[src/rtl/cfg_gate_pkg.sv]
package cfg_gate_pkg;
  localparam int REG_W = 8;

  // register offsets (fixed: host software depends on them)
  localparam logic [2:0] OFS_RTIM  = 3'd0;
  localparam logic [2:0] OFS_WTIM  = 3'd1;
  localparam logic [2:0] OFS_KEY   = 3'd2;
  localparam logic [2:0] OFS_CTRL  = 3'd3;
  localparam logic [2:0] OFS_STRAP = 3'd5;
  localparam logic [2:0] OFS_MISC  = 3'd6;

  // offset read twice to arm the unlock sequence
  localparam logic [2:0] OFS_PROBE = 3'd1;

  localparam logic [REG_W-1:0] KEY_OPEN  = 8'h03;
  localparam logic [REG_W-1:0] KEY_CLOSE = 8'h83;

  typedef struct packed {
    logic [REG_W-1:0] rtim;
    logic [REG_W-1:0] wtim;
  } tim_set_t;
endpackage

[src/rtl/cfg_unlock_fsm.sv]
module cfg_unlock_fsm
  import cfg_gate_pkg::*;
#(
  parameter int ADDR_W       = 3,
  parameter int UNLOCK_READS = 2
) (
  input  logic              clk,
  input  logic              rst,
  input  logic              acc_rd,
  input  logic              acc_wr,
  input  logic              acc_word,
  input  logic [ADDR_W-1:0] acc_addr,
  input  logic [REG_W-1:0]  acc_key,
  output logic              win_q
);
  localparam int CNT_W = $clog2(UNLOCK_READS + 1);
  localparam logic [CNT_W-1:0] CNT_FULL = CNT_W'(UNLOCK_READS);

  logic [CNT_W-1:0] probe_cnt_q;
  logic             probe_hit;
  logic             key_slot;

  assign probe_hit = acc_rd && acc_word && (acc_addr == ADDR_W'(OFS_PROBE));
  assign key_slot  = acc_wr && (acc_addr == ADDR_W'(OFS_KEY));

  always_ff @(posedge clk) begin
    if (rst) begin
      probe_cnt_q <= '0;
      win_q       <= 1'b0;
    end else if (win_q) begin
      probe_cnt_q <= '0;
      if (key_slot && (acc_key == KEY_CLOSE)) win_q <= 1'b0;
    end else if (acc_wr) begin
      if (key_slot && (acc_key == KEY_OPEN) && (probe_cnt_q == CNT_FULL))
        win_q <= 1'b1;
      probe_cnt_q <= '0;
    end else if (acc_rd) begin
      if (!probe_hit)
        probe_cnt_q <= '0;
      else if (probe_cnt_q != CNT_FULL)
        probe_cnt_q <= probe_cnt_q + 1'b1;
    end
  end
endmodule

[src/rtl/cfg_timing_bank.sv]
module cfg_timing_bank
  import cfg_gate_pkg::*;
#(
  parameter int NUM_SETS = 2,
  localparam int SEL_W   = (NUM_SETS > 1) ? $clog2(NUM_SETS) : 1
) (
  input  logic             clk,
  input  logic             rst,
  input  logic             we_rtim,
  input  logic             we_wtim,
  input  logic [SEL_W-1:0] sel,
  input  logic [REG_W-1:0] wdata,
  output tim_set_t         sets_q [NUM_SETS]
);
  for (genvar g = 0; g < NUM_SETS; g++) begin : g_set
    localparam logic [SEL_W-1:0] IDX = SEL_W'(g);
    always_ff @(posedge clk) begin
      if (rst) begin
        sets_q[g] <= '0;
      end else if (sel == IDX) begin
        if (we_rtim) sets_q[g].rtim <= wdata;
        if (we_wtim) sets_q[g].wtim <= wdata;
      end
    end
  end
endmodule

[src/rtl/cfg_ctrl_regs.sv]
module cfg_ctrl_regs
  import cfg_gate_pkg::*;
(
  input  logic             clk,
  input  logic             rst,
  input  logic             we_ctrl,
  input  logic             we_misc,
  input  logic [REG_W-1:0] wdata,
  output logic [REG_W-1:0] ctrl_q,
  output logic [REG_W-1:0] misc_q
);
  always_ff @(posedge clk) begin
    if (rst) begin
      ctrl_q <= '0;
      misc_q <= '0;
    end else begin
      if (we_ctrl) ctrl_q <= wdata;
      if (we_misc) misc_q <= wdata;
    end
  end
endmodule

[src/rtl/cfg_gateway.sv]
module cfg_gateway
  import cfg_gate_pkg::*;
#(
  parameter int ADDR_W       = 3,
  parameter int DATA_W       = 16,
  parameter int NUM_SETS     = 2,
  parameter int UNLOCK_READS = 2
) (
  input  logic              clk,
  input  logic              rst,
  input  logic [ADDR_W-1:0] host_addr,
  input  logic              host_rd,
  input  logic              host_wr,
  input  logic              host_word,
  input  logic [DATA_W-1:0] host_wdata,
  output logic [DATA_W-1:0] host_rdata,
  input  logic              strap_clk25,
  output logic [ADDR_W-1:0] drv_addr,
  output logic              drv_rd,
  output logic              drv_wr,
  output logic              drv_word,
  output logic [DATA_W-1:0] drv_wdata,
  input  logic [DATA_W-1:0] drv_rdata,
  output logic [REG_W-1:0]  d0_rd_tim,
  output logic [REG_W-1:0]  d0_wr_tim,
  output logic [REG_W-1:0]  d1_rd_tim,
  output logic [REG_W-1:0]  d1_wr_tim,
  output logic [1:0]        addr_setup,
  output logic [1:0]        rdy_delay
);
  localparam int SEL_W = (NUM_SETS > 1) ? $clog2(NUM_SETS) : 1;
  localparam int PAD_W = DATA_W - REG_W;

  logic             win_q;
  logic             rd_acc;
  logic [REG_W-1:0] wbyte;
  logic             cfg_wr;
  logic             we_rtim, we_wtim, we_ctrl, we_misc;
  logic [SEL_W-1:0] set_sel;
  logic [SEL_W-1:0] d1_sel;
  logic [REG_W-1:0] ctrl_q, misc_q;
  logic [REG_W-1:0] cfg_byte;
  tim_set_t         sets_q [NUM_SETS];

  assign rd_acc = host_rd && !host_wr;
  assign wbyte  = host_wdata[REG_W-1:0];

  // pass-through path toward the drive
  assign drv_addr  = host_addr;
  assign drv_word  = host_word;
  assign drv_wdata = host_wdata;
  assign drv_rd    = rd_acc && !win_q;
  assign drv_wr    = host_wr && !win_q;

  cfg_unlock_fsm #(
    .ADDR_W      (ADDR_W),
    .UNLOCK_READS(UNLOCK_READS)
  ) unlock_i (
    .clk     (clk),
    .rst     (rst),
    .acc_rd  (rd_acc),
    .acc_wr  (host_wr),
    .acc_word(host_word),
    .acc_addr(host_addr),
    .acc_key (wbyte),
    .win_q   (win_q)
  );

  // configuration write decode
  assign cfg_wr  = host_wr && win_q;
  assign we_rtim = cfg_wr && (host_addr == ADDR_W'(OFS_RTIM));
  assign we_wtim = cfg_wr && (host_addr == ADDR_W'(OFS_WTIM));
  assign we_ctrl = cfg_wr && (host_addr == ADDR_W'(OFS_CTRL));
  assign we_misc = cfg_wr && (host_addr == ADDR_W'(OFS_MISC));
  assign set_sel = misc_q[SEL_W-1:0];

  cfg_timing_bank #(
    .NUM_SETS(NUM_SETS)
  ) bank_i (
    .clk    (clk),
    .rst    (rst),
    .we_rtim(we_rtim),
    .we_wtim(we_wtim),
    .sel    (set_sel),
    .wdata  (wbyte),
    .sets_q (sets_q)
  );

  cfg_ctrl_regs ctrl_i (
    .clk    (clk),
    .rst    (rst),
    .we_ctrl(we_ctrl),
    .we_misc(we_misc),
    .wdata  (wbyte),
    .ctrl_q (ctrl_q),
    .misc_q (misc_q)
  );

  // configuration read select
  always_comb begin
    cfg_byte = '0;
    case (host_addr)
      ADDR_W'(OFS_RTIM):  cfg_byte = sets_q[set_sel].rtim;
      ADDR_W'(OFS_WTIM):  cfg_byte = sets_q[set_sel].wtim;
      ADDR_W'(OFS_CTRL):  cfg_byte = ctrl_q;
      ADDR_W'(OFS_STRAP): cfg_byte = {{(REG_W-1){1'b0}}, strap_clk25};
      ADDR_W'(OFS_MISC):  cfg_byte = misc_q;
      default:            cfg_byte = '0;
    endcase
  end

  always_ff @(posedge clk) begin
    if (rst) begin
      host_rdata <= '0;
    end else if (rd_acc) begin
      host_rdata <= win_q ? {{PAD_W{1'b0}}, cfg_byte} : drv_rdata;
    end
  end

  // drive-to-set mapping: set B (index 1) for drive 1 when control bit 0 is set
  assign d1_sel = ctrl_q[0] ? SEL_W'(1) : SEL_W'(0);

  always_ff @(posedge clk) begin
    if (rst) begin
      d0_rd_tim  <= '0;
      d0_wr_tim  <= '0;
      d1_rd_tim  <= '0;
      d1_wr_tim  <= '0;
      addr_setup <= '0;
      rdy_delay  <= '0;
    end else begin
      d0_rd_tim  <= sets_q[0].rtim;
      d0_wr_tim  <= sets_q[0].wtim;
      d1_rd_tim  <= sets_q[d1_sel].rtim;
      d1_wr_tim  <= sets_q[d1_sel].wtim;
      addr_setup <= misc_q[5:4];
      rdy_delay  <= misc_q[2:1];
    end
  end
endmodule

[config.mk]
export PLATFORM = sky130hd
export DESIGN_NAME = cfg_gateway
export DESIGN_NICKNAME = d
export VERILOG_FILES = /design/src/rtl/cfg_gate_pkg.sv /design/src/rtl/cfg_unlock_fsm.sv /design/src/rtl/cfg_timing_bank.sv /design/src/rtl/cfg_ctrl_regs.sv /design/src/rtl/cfg_gateway.sv
export SDC_FILE = /design/constraint.sdc
export NUM_CORES = 1
export LEC_CHECK = 0
export BUFFER_PORTS_ARGS = -buffer_cell sky130_fd_sc_hd__buf_2
export CORE_MARGIN = 10
export CORE_UTILIZATION = 54
export CTS_BUF_LIST = sky130_fd_sc_hd__clkbuf_8
export DETAILED_ROUTE_END_ITERATION = 8
export GPL_ROUTABILITY_DRIVEN = 0
export PLACE_DENSITY_LB_ADDON = 0.05
export SETUP_SLACK_MARGIN = 0.05
export SLEW_MARGIN = 20
export SYNTH_ARGS = -nofsm -noshare
export SYNTH_HDL_FRONTEND = slang
export SYNTH_SLANG_ARGS = --single-unit
[constraint.sdc]
create_clock -name clk -period 1.7 [get_ports clk]
set_input_delay 0.17 -clock clk [delete_from_list [all_inputs] [get_ports clk]]
set_output_delay 0.17 -clock clk [all_outputs]
set_load 0.005 [all_outputs]
==> results of run 1 <==
cell type report:
cell class                      instances  area, um2  area share [%]
Clock buffer                           10      137.6           2.720
Tap cell                              102      127.6           2.522
Clock inverter                          6      68.82           1.360
Multi-Input combinational cell        297       1928           38.11
Inverter                                4      15.01          0.2967
Timing Repair Buffer                  122      720.7           14.24
Sequential cell                       103       2062           40.75
layout by cell type (no fill, tap or decap), types with 3 or more instances in the layout:
| cell | n |
|---|---|
| nor2b_1 | 24 |
| clkbuf_8 | 10 |
| inv_1 | 4 |
| buf_12 | 4 |
| o21ai_0 | 19 |
| buf_4 | 20 |
| and3_1 | 14 |
| nand2b_1 | 4 |
| nand4b_1 | 3 |
| dfxtp_1 | 103 |
| nor2_1 | 61 |
| o22ai_1 | 12 |
| buf_2 | 98 |
| nand2_1 | 24 |
| a21oi_1 | 38 |
| mux2i_1 | 64 |
| a22o_1 | 5 |
per-layer routing:
| layer | GRT usage [%] | routed length (um) | up-vias |
|---|---|---|---|
| li1 | - | - | 1723 |
| met2 | 29.18 | 5254 | 122 |
| met1 | 24.02 | 4922 | 1650 |
| met5 | 0 | 0 | - |
| met4 | 6.784 | 172 | 0 |
| met3 | 4.602 | 762 | 15 |
kinds of logic (layout without fill, tap and decap cells):
group                    after synthesis  count (layout)  share of synthesized area [%]
AO/OA/AOI/OAI                         84              84                          11.59
buffers and inverters                 57             142                          7.224
flip-flops                           103             103                          48.00
AND/OR/NAND/NOR                      147             147                          17.77
XOR/XNOR                               1               1                         0.2039
multiplexers                          64              64                          14.91
adder cells (fa/ha/maj)                1               1                         0.2912
flip-flops by register name, indices dropped and copies added, names as in the netlist, 2 cells and up:
signal / flops
d0_rd_tim: 8
d0_wr_tim: 8
unlock_i.probe_cnt_q: 2
rdy_delay: 2
ctrl_i.ctrl_q: 8
addr_setup: 2
d1_rd_tim: 8
ctrl_i.misc_q: 8
bank_i.sets_q: 32
host_rdata: 16
d1_wr_tim: 8
stage by stage:
| step | hold slack, ns | setup WS [ns] |
|---|---|---|
| 5_1_grt | 0.1081 | 0.08061 |
| 2_1_floorplan | 0.3060 | 0.1925 |
| 4_1_cts | 0.08786 | 0.1651 |
| 3_3_place_gp | 0.3400 | 0.1282 |
| 3_5_place_dp | 0.3400 | 0.05435 |
| 6_report | 0.1032 | 0.1540 |
final timing paths:
| kind | end | slack [ns] | cells after the start |
|---|---|---|---|
| hold / removal | unlock_i.probe_cnt_q[1]$_SDFFE_PP0P_ | 0.10 | 2 |
| setup reg to reg | host_rdata[5]$_SDFFE_PP0N_ | 0.15 | 5 |
| hold reg to reg | unlock_i.probe_cnt_q[0]$_SDFFE_PP0P_ | 0.48 | 2 |
| setup / recovery | host_rdata[5]$_SDFFE_PP0N_ | 0.15 | 5 |
report_power, final:
group | switching (mW) | leakage, nW | internal [mW]
registers | 0.00945 | 0.831 | 2.43
logic | 0.175 | 1.15 | 0.108
clock network | 0.868 | 0.102 | 0.732
==> metrics.cfg, run 1 <==
[clocking]
clock_latency_ns = 0.37
numClockSinks = 103
cts_tree = built
clk_pin_slew_ns = 0.10
holdBufCountCts = 0
cts_resized = 0
numCtsBuffers = 9
h-tree-depth = 3
cts.path.max_buffers = 2
post_cts_buffers = 0
root_buffer = clkbuf_8

[critical_path]
critPathLaunch = ctrl_i.misc_q[0]$_SDFFE_PP0P_
slowest_delay_ns = 0.37
arrival_ns = 1.80
path_max_fanout = 15
crit_chain = buf_4 -> mux2i_1 -> o22ai_1 -> a21oi_1 -> o22ai_1
crit_type = register to register
crit_top_cell = o22ai_1
reg2reg_from = ctrl_i.misc_q[0]$_SDFFE_PP0P_
start_kind = register
crit_family = compound AO/OA/AOI/OAI gates
endpoint_kind = register
crit_buf_inv = 1
slowest_stage = dfxtp_1
cp_data_required_time_ns = 1.96

[floorplan]
die_area_mm2 = 0.01192
ios = 115
die_x_um = 109.2
rows = 32
initial_core_util_pct = 55.59
die_h_um = 109.2
core_mm2 = 0.007727

[cells_and_area]
final_cells = 644
drive_gt1_share_pct = 26.94
final_nets = 579
fin_util_pct = 65.48
final_area_mm2 = 0.005060
diodes = 0
n_fill_cell = 660
syn_to_final_growth_pct = 17.80

[placed_design]
dp.cells = 628
dpl_cell_area_mm2 = 0.004848
post-dp-hpwl_mm = 7.957
portBuffers = 98

[timing]
slew_violations = 0
finalSetupViolCount = 0
max_freq_mhz = 646.8
period_minus_slack_ns = 1.546
hold_viol_final = 0
worst_pin_slew_ns = 0.5178
relSlewSlack_pct = 65.38
post-route-period-util_pct = 90.94
tns_ns = 0
finalClockSkew_ns = 0.007887
rsz0062_at_grt = no

[synthesis]
async_flop_share_pct = 0
synth_edf_count = 0
yosys_warnings = 0
synthDistinctLibCells = 42
yosysTopAreaCellShare_pct = 48.00
yosysMostFrequentCell = dfxtp_1
synth_area_leaders = dfxtp_1 48%, mux2i_1 15%, nor2_1 5.3%, a21oi_1 4.4%, buf_4 3.7%
synthesis.nets = 499
synth.cell_area_mm2 = 0.004295
ys_seq_elements = 103
avgSynthCellArea_um2 = 9.399
yosysTopAreaCell = dfxtp_1
yosys-top-cells-count = 103 x dfxtp_1, 64 x mux2i_1, 61 x nor2_1
synthFlopType = dfxtp_1
yosysSeqAreaShare_pct = 48.00
postSynthCellCount = 457

[global_route]
track_usage_pct = 18.50
grt_overflow = 0
grt_pass1_vias = 3398
grt_pass1_wl_mm = 17.60
grt_max_degree = 81
antenna_found_initial = 0

[worst_hold_path]
worstHoldPathType = input pin to register
hp-start = host_wr

[pwr]
power_per_cell_area_mw_per_mm2 = 854.0
peakVddDrop_mv = 0.5612
power_mw = 4.321
p_leak_nw = 2.079

[route]
dr.pass1.iters = 5
routed_via_density = 5.450
antenna_left = 0
num_vias = 3510
first_iter_violations = 160
routed_wl_mm = 11.11
drcViolationCount = 0
wl_per_cell_um = 17.25

[status]
outcome = finished clean

[job]
cap_violations = 0

Power figures use the tool's default switching activity.
==> run 2, diff against run 1 <==
--- a/config.mk
+++ b/config.mk
@@ -7,7 +7,7 @@
 export LEC_CHECK = 0
 export BUFFER_PORTS_ARGS = -buffer_cell sky130_fd_sc_hd__buf_2
 export CORE_MARGIN = 10
-export CORE_UTILIZATION = 54
+export CORE_UTILIZATION = 50
 export CTS_BUF_LIST = sky130_fd_sc_hd__clkbuf_8
 export DETAILED_ROUTE_END_ITERATION = 8
 export GPL_ROUTABILITY_DRIVEN = 0
==> run 2 against run 1 <==
Effect of this change:
- register-to-register slack better by 0.06 ns
- critical endpoint is now unlock_i.probe_cnt_q[0]$_SDFFE_PP0P_
- sequential power about the same
- setup slack better by 0.059 ns
- critical path type unchanged
- clock-buffer cell count shrank 1
==> metrics.cfg, run 2 (synthesis gave the netlist of run 1 again) <==
[status]
outcome = finished clean

[cells_and_area]
final_area_mm2 = 0.005042  ; -0.35%
reg.largest.list = bank_i.sets_q x32, host_rdata x16
n_fill_cell = 734  ; +11%
mostFrequentLayoutCell = dfxtp_1
syn_to_final_growth_pct = 17.39
final_nets = 581  ; +0.35%
top_register = bank_i.sets_q
fin_util_pct = 60.76  ; -4.7 points
diodes = 0  ; unchanged
largest_reg_flops = 32  ; unchanged
final_cell_mix = 103 x dfxtp_1, 98 x buf_2, 64 x mux2i_1, 61 x nor2_1, 38 x a21oi_1
drive_gt1_share_pct = 27.02  ; +0.085 points
final_cells = 649  ; +0.78%

[pwr]
power_frac_seq_pct = 59.4  ; +3.0 points
switching_power_mw = 1.028  ; -2.3%
p_leak_nw = 2.075  ; -0.19%
peakVddDrop_mv = 0.4569  ; -19%
power_per_cell_area_mw_per_mm2 = 813.6  ; -4.7%
clock_power_share_pct = 33.7  ; -3.3 points
internal_power_mw = 3.074  ; -5.9%
combinationalPowerShare_pct = 6.9  ; +0.4 points
sw_frac_of_total_pct = 25.06  ; +0.70 points

[timing]
relSlewSlack_pct = 55.37  ; -10 points
tns_ns = 0  ; unchanged
finalClockSkew_ns = 0.007600  ; -0.0002868 ns
rsz0062_at_grt = no
max_freq_mhz = 672.5  ; +4.0%
setup_slack_ns = 0.2130  ; +0.05898 ns
hold_viol_final = 0  ; unchanged
worst_pin_slew_ns = 0.6634  ; +0.1456 ns
slew_violations = 0  ; unchanged
period_minus_slack_ns = 1.487  ; -0.05898 ns
post-route-period-util_pct = 87.47  ; -3.5 points
finalSetupViolCount = 0  ; unchanged

[clocking]
numCtsBuffers = 9  ; unchanged
numClockSinks = 103  ; unchanged
root_buffer = clkbuf_8
post_cts_buffers = 0  ; unchanged
cts_tree = built
cts_resized = 0  ; unchanged
cts.path.max_buffers = 2  ; unchanged
clock_latency_ns = 0.36  ; about the same
holdBufCountCts = 0  ; unchanged
h-tree-depth = 3  ; unchanged
clk_pin_slew_ns = 0.10  ; about the same

[critical_path]
crit_type = register to register
start_kind = register
path_max_fanout = 3  ; -12
cp_data_required_time_ns = 1.96  ; about the same
arrival_ns = 1.74  ; -0.06 ns
r2r_slack_ns = 0.21  ; +0.06 ns
endpoint_kind = register

[route]
wl_per_cell_um = 17.02  ; -1.3%
antenna_left = 0  ; unchanged
drcViolationCount = 0  ; unchanged
routed_via_density = 5.324  ; -2.3%
routed_wl_mm = 11.05  ; -0.58%
num_vias = 3455  ; -1.6%
dr.pass1.iters = 4  ; -1
first_iter_violations = 174  ; +8.8%

[global_route]
antenna_found_initial = 0  ; unchanged
grt_max_degree = 43  ; -47%
grt_pass1_vias = 3609  ; +6.2%
grt_pass1_wl_mm = 18.34  ; +4.2%
track_usage_pct = 17.51  ; -0.99 points
grt_overflow = 0  ; unchanged

[floorplan]
core_mm2 = 0.008299  ; +7.4%
die_area_mm2 = 0.01270  ; +6.5%
initial_core_util_pct = 51.76  ; -3.8 points
die_x_um = 112.7  ; +3.2%
die_h_um = 112.7  ; +3.2%
ios = 115  ; unchanged
rows = 33  ; +3.1%

[placed_design]
dp.cells = 633  ; +0.80%
post-dp-hpwl_mm = 8.151  ; +2.4%
dpl_cell_area_mm2 = 0.004867  ; +0.39%
pre_cts_slack_ns = 0.1332  ; +0.07884 ns
portBuffers = 98  ; unchanged

[worst_hold_path]
worstHoldPathType = input pin to register

[job]
cap_violations = 0  ; unchanged

run 2: cell count changes in the layout (fill, tap and decap cells not counted):
cell and delta:
nor2_2 +1, inv_1 +1, clkinv_4 +2, nor2_4 -1
bufinv_16 -1, clkbuf_8 -1, buf_4 +2, inv_6 -1
run 2: layout make-up:
class / count / area (um2) / area share (%)
Timing Repair Buffer: 124 / 735.7 / 14.59
Sequential cell: 103 / 2062 / 40.89
Clock buffer: 9 / 123.9 / 2.457
Tap cell: 105 / 131.4 / 2.605
Multi-Input combinational cell: 297 / 1923 / 38.14
Inverter: 4 / 15.01 / 0.2978
Clock inverter: 7 / 51.30 / 1.017
run 2: routing by layer:
metal | part of all wire (%) | track usage (%) | vias to the layer above
met1 | 44 | 20.96 | 1618
met4 | 2.2 | 6.684 | 0
met5 | 0 | 0 | -
met2 | 47 | 28.30 | 100
li1 | - | - | 1718
met3 | 7.1 | 5.964 | 19
run 2: path summary, 6_finish.rpt:
kind                                        startpoint                                   end  depth (start not counted)
setup / recovery  unlock_i.probe_cnt_q[0]$_SDFFE_PP0P_  unlock_i.probe_cnt_q[0]$_SDFFE_PP0P_                          5
hold / removal                                     rst            host_rdata[0]$_SDFFE_PP0N_                          2
setup reg to reg  unlock_i.probe_cnt_q[0]$_SDFFE_PP0P_  unlock_i.probe_cnt_q[0]$_SDFFE_PP0P_                          5
hold reg to reg   unlock_i.probe_cnt_q[0]$_SDFFE_PP0P_  unlock_i.probe_cnt_q[0]$_SDFFE_PP0P_                          2
run 2: power by group through the flow:
stage               Sequential (mW)  Clock, mW  Combinational, mW
floorplan                      2.50          0              0.169
global placement               2.49          0              0.279
detailed placement             2.49          0              0.285
CTS                            2.44       1.42              0.286
global route                   2.44       1.53              0.312
finish                         2.44       1.38              0.282
run 2: through the flow:
stage | hold slack (ns) | power (mW)
6_report | 0.07927 | 4.103
5_1_grt | 0.09034 | 4.282
4_1_cts | 0.07285 | 4.143
3_5_place_dp | 0.3400 | 2.778
3_3_place_gp | 0.3400 | 2.773
2_1_floorplan | 0.3060 | 2.665
run 2: critical path, stage by stage (launching register included):
cell and delay [ns]:
dfxtp_1 0.34, inv_1 0.06, ha_1 0.24, nand4b_1 0.22, nand2b_1 0.17, a2111oi_1 0.35
